$ cat config.mk
export PLATFORM = sky130hd
export DESIGN_NAME = bitstream_iq_correlator
export DESIGN_NICKNAME = d
export VERILOG_FILES = /design/src/rtl/bic_pkg.sv /design/src/rtl/bic_nco.sv /design/src/rtl/bic_window_ctl.sv /design/src/rtl/bic_iq_accum.sv /design/src/rtl/bitstream_iq_correlator.sv
export SDC_FILE = /design/constraint.sdc
export NUM_CORES = 1
export LEC_CHECK = 0
export ABC_CLOCK_PERIOD_IN_PS = 18100
export BUFFER_PORTS_ARGS = -buffer_cell sky130_fd_sc_hd__buf_2
export CORE_AREA = 2 2 150 152
export DETAILED_ROUTE_END_ITERATION = 10
export DIE_AREA = 0 0 152 154
export GPL_TIMING_DRIVEN = 0
export PLACE_DENSITY = 0.83
export SLEW_MARGIN = 20
export SYNTH_ARGS = -nofsm -noshare
export SYNTH_HDL_FRONTEND = slang
export SYNTH_SLANG_ARGS = --single-unit
$ cat constraint.sdc
create_clock -name clk -period 18.1 [get_ports clk]
set_input_delay 1.81 -clock clk [delete_from_list [all_inputs] [get_ports clk]]
set_output_delay 1.81 -clock clk [all_outputs]
set_load 0.01 [all_outputs]
$ cat src/rtl/bic_pkg.sv
package bic_pkg;

    // Integration depth selection for the correlator
    typedef enum logic {
        INTEG_SINGLE = 1'b0,
        INTEG_DOUBLE = 1'b1
    } integ_e;

    // Half-period rational sine approximation, nonnegative for 0 <= k <= h
    function automatic longint half_wave(longint k, longint h, longint amp);
        longint p;
        p = k * (h - k);
        return (amp * 16 * p) / (5 * h * h - 4 * p);
    endfunction

    // Full-period table value at index idx of an n-entry table
    function automatic longint wave_at(longint idx, longint n, longint amp);
        longint h;
        longint k;
        h = n / 2;
        k = idx % n;
        if (k < h) begin
            return half_wave(k, h, amp);
        end
        return -half_wave(k - h, h, amp);
    endfunction

endpackage

$ cat src/rtl/bic_nco.sv
module bic_nco #(
    parameter int PHASE_W = 32,
    parameter int TBL_AW  = 5,
    parameter int COEF_W  = 8
) (
    input  logic                     clk,
    input  logic                     rst_n,
    input  logic [PHASE_W-1:0]       freq_word,
    input  logic [TBL_AW-1:0]        offset,
    output logic signed [COEF_W-1:0] cos_c,
    output logic signed [COEF_W-1:0] sin_c
);
    localparam int N   = 1 << TBL_AW;
    localparam int AMP = (1 << (COEF_W - 1)) - 1;
    localparam logic [TBL_AW-1:0] QUARTER = TBL_AW'(N / 4);

    typedef struct packed {
        logic [PHASE_W-1:0] phase;
    } nco_t;

    nco_t st_d, st_q;
    logic signed [COEF_W-1:0] rom [N];
    logic [TBL_AW-1:0] sin_addr;
    logic [TBL_AW-1:0] cos_addr;

    // Coefficient table built at elaboration
    for (genvar g = 0; g < N; g++) begin : g_rom
        assign rom[g] = COEF_W'(bic_pkg::wave_at(longint'(g), longint'(N), longint'(AMP)));
    end

    always_comb begin
        st_d       = st_q;
        st_d.phase = st_q.phase + freq_word;
        sin_addr   = st_q.phase[PHASE_W-1 -: TBL_AW] + offset;
        cos_addr   = sin_addr + QUARTER;
    end

    always_ff @(posedge clk or negedge rst_n) begin
        if (!rst_n) begin
            st_q <= '0;
        end else begin
            st_q <= st_d;
        end
    end

    assign sin_c = rom[sin_addr];
    assign cos_c = rom[cos_addr];

endmodule

$ cat src/rtl/bic_window_ctl.sv
module bic_window_ctl #(
    parameter int LEN_W  = 16,
    parameter int TBL_AW = 5
) (
    input  logic              clk,
    input  logic              rst_n,
    input  logic              cmd_valid,
    input  logic [LEN_W-1:0]  cmd_len,
    input  logic [TBL_AW-1:0] cmd_phase,
    output logic              cmd_ready,
    output logic              win_act,
    output logic              win_first,
    output logic              win_last,
    output logic [TBL_AW-1:0] win_offset
);
    typedef struct packed {
        logic              pend_v;
        logic [LEN_W-1:0]  pend_len;
        logic [TBL_AW-1:0] pend_ph;
        logic              act;
        logic              first;
        logic [LEN_W-1:0]  remain;
        logic [TBL_AW-1:0] ph;
    } ctl_t;

    ctl_t st_d, st_q;
    logic accept;
    logic last;
    logic load;

    always_comb begin
        st_d   = st_q;
        accept = cmd_valid && !st_q.pend_v;
        last   = st_q.act && (st_q.remain == LEN_W'(1));
        load   = st_q.pend_v && (!st_q.act || last);

        if (st_q.act) begin
            st_d.remain = st_q.remain - LEN_W'(1);
            st_d.first  = 1'b0;
            if (last) begin
                st_d.act = 1'b0;
            end
        end

        // Queued window takes over on the final sample edge
        if (load) begin
            st_d.act    = 1'b1;
            st_d.first  = 1'b1;
            st_d.remain = st_q.pend_len;
            st_d.ph     = st_q.pend_ph;
            st_d.pend_v = 1'b0;
        end

        // One-deep slot, zero length folded to one
        if (accept) begin
            st_d.pend_v   = 1'b1;
            st_d.pend_len = (cmd_len == '0) ? LEN_W'(1) : cmd_len;
            st_d.pend_ph  = cmd_phase;
        end
    end

    always_ff @(posedge clk or negedge rst_n) begin
        if (!rst_n) begin
            st_q <= '0;
        end else begin
            st_q <= st_d;
        end
    end

    assign cmd_ready  = !st_q.pend_v;
    assign win_act    = st_q.act;
    assign win_first  = st_q.first;
    assign win_last   = last;
    assign win_offset = st_q.ph;

    // an accepted command occupies the slot on the next cycle
    p_accept_fills_r8: assert property (@(posedge clk) disable iff (!rst_n)
        (cmd_valid && cmd_ready) |=> !cmd_ready)
        else $error("p_accept_fills_r8");

    // a held command begins right after the final sample
    p_gapless_r7: assert property (@(posedge clk) disable iff (!rst_n)
        (win_last && !cmd_ready) |=> (win_act && win_first))
        else $error("p_gapless_r7");

endmodule

$ cat src/rtl/bic_iq_accum.sv
module bic_iq_accum #(
    parameter int              COEF_W = 8,
    parameter int              LEN_W  = 16,
    parameter bic_pkg::integ_e INTEG  = bic_pkg::INTEG_SINGLE,
    localparam int             S1_W   = COEF_W + LEN_W,
    localparam int             ACC_W  = COEF_W + ((INTEG == bic_pkg::INTEG_DOUBLE) ? 2 : 1) * LEN_W
) (
    input  logic                     clk,
    input  logic                     rst_n,
    input  logic                     en,
    input  logic                     first,
    input  logic                     last,
    input  logic                     bit_in,
    input  logic signed [COEF_W-1:0] cos_c,
    input  logic signed [COEF_W-1:0] sin_c,
    output logic                     valid_o,
    output logic signed [ACC_W-1:0]  i_o,
    output logic signed [ACC_W-1:0]  q_o
);
    typedef struct packed {
        logic signed [S1_W-1:0] s1i;
        logic signed [S1_W-1:0] s1q;
    } st1_t;

    typedef struct packed {
        logic                    v;
        logic signed [ACC_W-1:0] oi;
        logic signed [ACC_W-1:0] oq;
    } out_t;

    st1_t st1_d, st1_q;
    out_t out_d, out_q;
    logic signed [S1_W-1:0]  xi;
    logic signed [S1_W-1:0]  xq;
    logic signed [ACC_W-1:0] tot_i;
    logic signed [ACC_W-1:0] tot_q;

    // Sign selection replaces the multiply; restart on first sample
    always_comb begin
        st1_d = st1_q;
        xi    = bit_in ? S1_W'(cos_c) : -S1_W'(cos_c);
        xq    = bit_in ? S1_W'(sin_c) : -S1_W'(sin_c);
        if (en) begin
            st1_d.s1i = (first ? '0 : st1_q.s1i) + xi;
            st1_d.s1q = (first ? '0 : st1_q.s1q) + xq;
        end
    end

    always_ff @(posedge clk or negedge rst_n) begin
        if (!rst_n) begin
            st1_q <= '0;
        end else begin
            st1_q <= st1_d;
        end
    end

    if (INTEG == bic_pkg::INTEG_DOUBLE) begin : g_sinc2
        typedef struct packed {
            logic signed [ACC_W-1:0] s2i;
            logic signed [ACC_W-1:0] s2q;
        } st2_t;

        st2_t st2_d, st2_q;

        // Second running sum over the first stage
        always_comb begin
            st2_d = st2_q;
            if (en) begin
                st2_d.s2i = (first ? '0 : st2_q.s2i) + ACC_W'(st1_d.s1i);
                st2_d.s2q = (first ? '0 : st2_q.s2q) + ACC_W'(st1_d.s1q);
            end
            tot_i = st2_d.s2i;
            tot_q = st2_d.s2q;
        end

        always_ff @(posedge clk or negedge rst_n) begin
            if (!rst_n) begin
                st2_q <= '0;
            end else begin
                st2_q <= st2_d;
            end
        end
    end else begin : g_sinc1
        always_comb begin
            tot_i = ACC_W'(st1_d.s1i);
            tot_q = ACC_W'(st1_d.s1q);
        end
    end

    always_comb begin
        out_d   = out_q;
        out_d.v = en && last;
        if (en && last) begin
            out_d.oi = tot_i;
            out_d.oq = tot_q;
        end
    end

    always_ff @(posedge clk or negedge rst_n) begin
        if (!rst_n) begin
            out_q <= '0;
        end else begin
            out_q <= out_d;
        end
    end

    assign valid_o = out_q.v;
    assign i_o     = out_q.oi;
    assign q_o     = out_q.oq;

    // a positive step onto a nonnegative sum never wraps negative
    p_no_overflow_r11: assert property (@(posedge clk) disable iff (!rst_n)
        (en && !first && xi > 0 && st1_q.s1i >= 0) |=> (st1_q.s1i > $past(st1_q.s1i)))
        else $error("p_no_overflow_r11");

    // the first sample of a window alone forms the first-stage sum
    p_first_clears_r9: assert property (@(posedge clk) disable iff (!rst_n)
        (en && first) |=> (st1_q.s1q == $past(xq)))
        else $error("p_first_clears_r9");

    // results move only together with the strobe
    p_hold_r12: assert property (@(posedge clk) disable iff (!rst_n)
        !valid_o |-> ($stable(i_o) && $stable(q_o)))
        else $error("p_hold_r12");

endmodule

$ cat src/rtl/bitstream_iq_correlator.sv
module bitstream_iq_correlator #(
    parameter int              PHASE_W = 32,
    parameter int              TBL_AW  = 5,
    parameter int              COEF_W  = 8,
    parameter int              LEN_W   = 16,
    parameter bic_pkg::integ_e INTEG   = bic_pkg::INTEG_SINGLE,
    localparam int             ACC_W   = COEF_W + ((INTEG == bic_pkg::INTEG_DOUBLE) ? 2 : 1) * LEN_W
) (
    input  logic                    clk,
    input  logic                    rst_n,
    input  logic [PHASE_W-1:0]      freq_word,
    input  logic                    bit_in,
    input  logic                    cmd_valid,
    input  logic [LEN_W-1:0]        cmd_len,
    input  logic [TBL_AW-1:0]       cmd_phase,
    output logic                    cmd_ready,
    output logic                    iq_valid,
    output logic signed [ACC_W-1:0] i_out,
    output logic signed [ACC_W-1:0] q_out
);
    logic                     win_act;
    logic                     win_first;
    logic                     win_last;
    logic [TBL_AW-1:0]        win_offset;
    logic signed [COEF_W-1:0] cos_c;
    logic signed [COEF_W-1:0] sin_c;

    bic_window_ctl #(
        .LEN_W (LEN_W),
        .TBL_AW(TBL_AW)
    ) u_ctl (
        .clk       (clk),
        .rst_n     (rst_n),
        .cmd_valid (cmd_valid),
        .cmd_len   (cmd_len),
        .cmd_phase (cmd_phase),
        .cmd_ready (cmd_ready),
        .win_act   (win_act),
        .win_first (win_first),
        .win_last  (win_last),
        .win_offset(win_offset)
    );

    bic_nco #(
        .PHASE_W(PHASE_W),
        .TBL_AW (TBL_AW),
        .COEF_W (COEF_W)
    ) u_nco (
        .clk      (clk),
        .rst_n    (rst_n),
        .freq_word(freq_word),
        .offset   (win_offset),
        .cos_c    (cos_c),
        .sin_c    (sin_c)
    );

    bic_iq_accum #(
        .COEF_W(COEF_W),
        .LEN_W (LEN_W),
        .INTEG (INTEG)
    ) u_acc (
        .clk    (clk),
        .rst_n  (rst_n),
        .en     (win_act),
        .first  (win_first),
        .last   (win_last),
        .bit_in (bit_in),
        .cos_c  (cos_c),
        .sin_c  (sin_c),
        .valid_o(iq_valid),
        .i_o    (i_out),
        .q_o    (q_out)
    );

    // a strobe is always preceded by a running window
    p_strobe_after_window_r6: assert property (@(posedge clk) disable iff (!rst_n)
        iq_valid |-> $past(win_act))
        else $error("p_strobe_after_window_r6");

endmodule

==> flow_summary.yaml <==
global_route:
  grt_pass1_vias: 9579
  grt_use_met3: 0.0451
  groute.usage.overall: 0.234
  grt-ovfl-total: 0
  antenna_found_initial: 0
  grtUsageMet2: 0.402
  grt_start_max_net_pins: 90
  met1_usage: 0.304
  grt_pass1_wl_um: 45700
  busiest_layer: "met2"
clocking:
  postCtsResizedCells: 0
  clockBufferDepth: 2
  htreeDepth: 4
  clkSinkCount: 174
  clk_latency_ns: 0.43
  ctsRootBufferMaster: "clkbuf_16"
  cts_tree: "yes"
  clk_pin_slew_worst_paths_ns: 0.07
  post_cts_buffers: 0
  cts_buffers: 17
  ctsHoldBuffers: 0
floorplanning:
  pin_count: 107
  die_w_um: 152
  fp.dieArea_mm2: 0.0234
  placementRows: 54
  die-height_um: 154
  core_area_mm2: 0.0217
  initial_core_util: 0.541
critical_path:
  slowest_stage: "fa_1"
  critical-path-max-stage-delay_ns: 0.77
  reg2reg_from: "u_ctl.win_offset[0]"
  r2r_setup_slack_ns: 11.06
  start_kind: "flop"
  crit_buf_inv: 1
  crit_chain: "ha_1 > fa_1 > inv_1 > ha_1 > and2_1 > a21oi_1 > mux2i_1 > a221oi_1 > o211ai_1 > nor3_2 > nand3_2 > ha_1 > mux2i_1 > ha_1 > a211oi_1 > and2_1 > a311o_1 > o21ai_0 > a221oi_1 > o21ai_0 > nor4b_1 > or3_1"
  cp.arrival_ns: 7.35
  crit_fanout: 10
  critical-path-top-delay-family: "compound AO/OA/AOI/OAI gates"
  crit_path_end_kind: "flop"
  timing.rr.end: "u_acc.i_o[21]"
  cpMostUsedCell: "ha_1"
  r2r_cells: 22
  worstPathRequired_ns: 18.41
  path_class: "flop to flop"
finish:
  final_common_cell: "dfrtp_1"
  area_growth_pct: 12.7
  nNetsFinal: 1547
  layout_common_cells: "dfrtp_1, nand2_1, buf_2"
  diodes: 0
  layout-drive-gt1-share: 0.173
drt:
  routed-via-count: 9683
  postRouteAntennaNets: 0
  drc: 0
  wl_um: 26900
  drtIter0Drc: 573
  drt_pre_antenna_iters: 5
  post_drt_wl_per_cell_um: 16.0
  viasPerCell: 5.75
hold_path:
  hold_end: "u_acc.q_o[9]"
  hold_depth: 2
  hp-start: "u_acc.q_o[9]"
  min_path_type: "flop to flop"
sta:
  rsz0062_at_grt: "false"
  tightest_slew_ns: 0.803
  setup_viol: 0
  fin_crit_sh: 0.389
  period_minus_slack_ns: 7.04
  maxSlewViolCount: 0
  fmax_mhz: 142
  relSlewSlack: 0.464
  hold_viol_final: 0
  finalSetupTns_ns: 0
  finClkSkew_ns: 0.0113
yosys:
  synth_async_sr_flop_share: 1.00
  synthCells: 1265
  synth_ff_type: "dfrtp_1"
  seq_area_frac_synth: 0.371
  synth_nets: 1422
  yosysWarnings: 0
  yosysUniqueCellTypes: 73
  yosys_register_bits: 174
  synth_edf_count: 0
  syn_area_mm2: 0.0117
  syn_area_per_cell_um2: 9.27
place:
  gp_congestion: 0.927
  portBuffers: 105
  dp_hpwl_um: 19900
run:
  cap_violations: 0
outcome:
  status: "finished, final reports clean"
-- registers in the layout (all words and copies together) (netlist names) --
| name | count |
|---|---|
| u_acc.i_o | 24 |
| u_acc.valid_o | 1 |
| u_acc.st1_q | 48 |
| u_acc.q_o | 24 |
| u_ctl.st_q | 38 |
| u_ctl.win_offset | 5 |
| u_nco.st_q | 32 |
| u_ctl.win_first | 1 |
| u_ctl.win_act | 1 |
-- through the flow --
step           hold WS, ns  setup slack (ns)   util  std cells  area, um2
2_1_floorplan        0.443             12.28      -       1265      11700
3_3_place_gp         0.454             11.26  0.581       1650      12600
3_5_place_dp         0.458             11.15  0.583       1651      12600
4_1_cts              0.475             11.15  0.610       1683      13200
5_1_grt              0.491             10.54  0.610       1683      13200
6_report             0.472             11.06  0.610       1683      13200
-- layout make-up --
type | instances | area [um2]
Fill cell | 1756 | 8460
Inverter | 35 | 131
Buffer | 50 | 221
Clock inverter | 14 | 140
Sequential cell | 174 | 4350
Tap cell | 280 | 350
Timing Repair Buffer | 106 | 563
Multi-Input combinational cell | 1006 | 7030
Clock buffer | 18 | 439
-- worst max path at each step --
stage | startpoint | endpoint | cells after the start
global placement | u_ctl.win_offset[0] | u_acc.i_o[21] | 22
floorplan | u_ctl.win_offset[0] | u_acc.i_o[21] | 22
detailed placement | u_ctl.win_offset[0] | u_acc.i_o[21] | 22
finish | u_ctl.win_offset[0] | u_acc.i_o[21] | 22
CTS | u_ctl.win_offset[0] | u_acc.i_o[21] | 22
global route | u_ctl.win_offset[0] | u_acc.i_o[21] | 22
-- synthesized netlist by cell type, types with 6 or more instances --
cell type  number  area [um2]
a21boi_0        6        45.0
a21o_1         39         293
a21oi_1        97         485
a221oi_1        6        52.6
a31oi_1        16         100
and2_1         11        68.8
clkbuf_1       36         135
dfrtp_1       174        4350
ha_1           96        1200
inv_1          32         120
mux2_2         77         867
mux2i_1         7        70.1
nand2_1       158         593
nand2b_1       13        81.3
nand3_1        17        85.1
nand4_1        11        68.8
nor2_1         91         342
nor2b_1        59         369
nor3_1         21         105
nor4_1          9        56.3
o21a_1         13        97.6
o21ai_0        58         290
o31ai_1        11        82.6
or2_2           6        37.5
or3_1          11        68.8
xnor2_1        65         569
xor2_1         27         236
-- tightest hold or removal path, delay by kind of cell, from the launching register on --
kind             cells  cell delay, ns
and+or+nand+nor      2            0.10
DFF                  1            0.34
-- kinds of logic after synthesis --
logic type / count (synthesis) / synth area share
AO/OA/AOI/OAI: 297 / 0.160
XOR/XNOR: 94 / 0.0715
adder cells (fa/ha/maj): 100 / 0.109
buffers and inverters: 85 / 0.0301
flip-flops: 174 / 0.371
multiplexers: 85 / 0.0808
AND/OR/NAND/NOR: 430 / 0.177
-- per-layer routing --
metal	vias up	wire length, um
li1	4739	-
met3	37	1360
met5	-	0
met4	0	470
met2	238	13000
met1	4669	12000
Power is left out: the tool's default activity adds up to more than one toggle a clock period on the data nets, which glitch-free logic cannot reach.
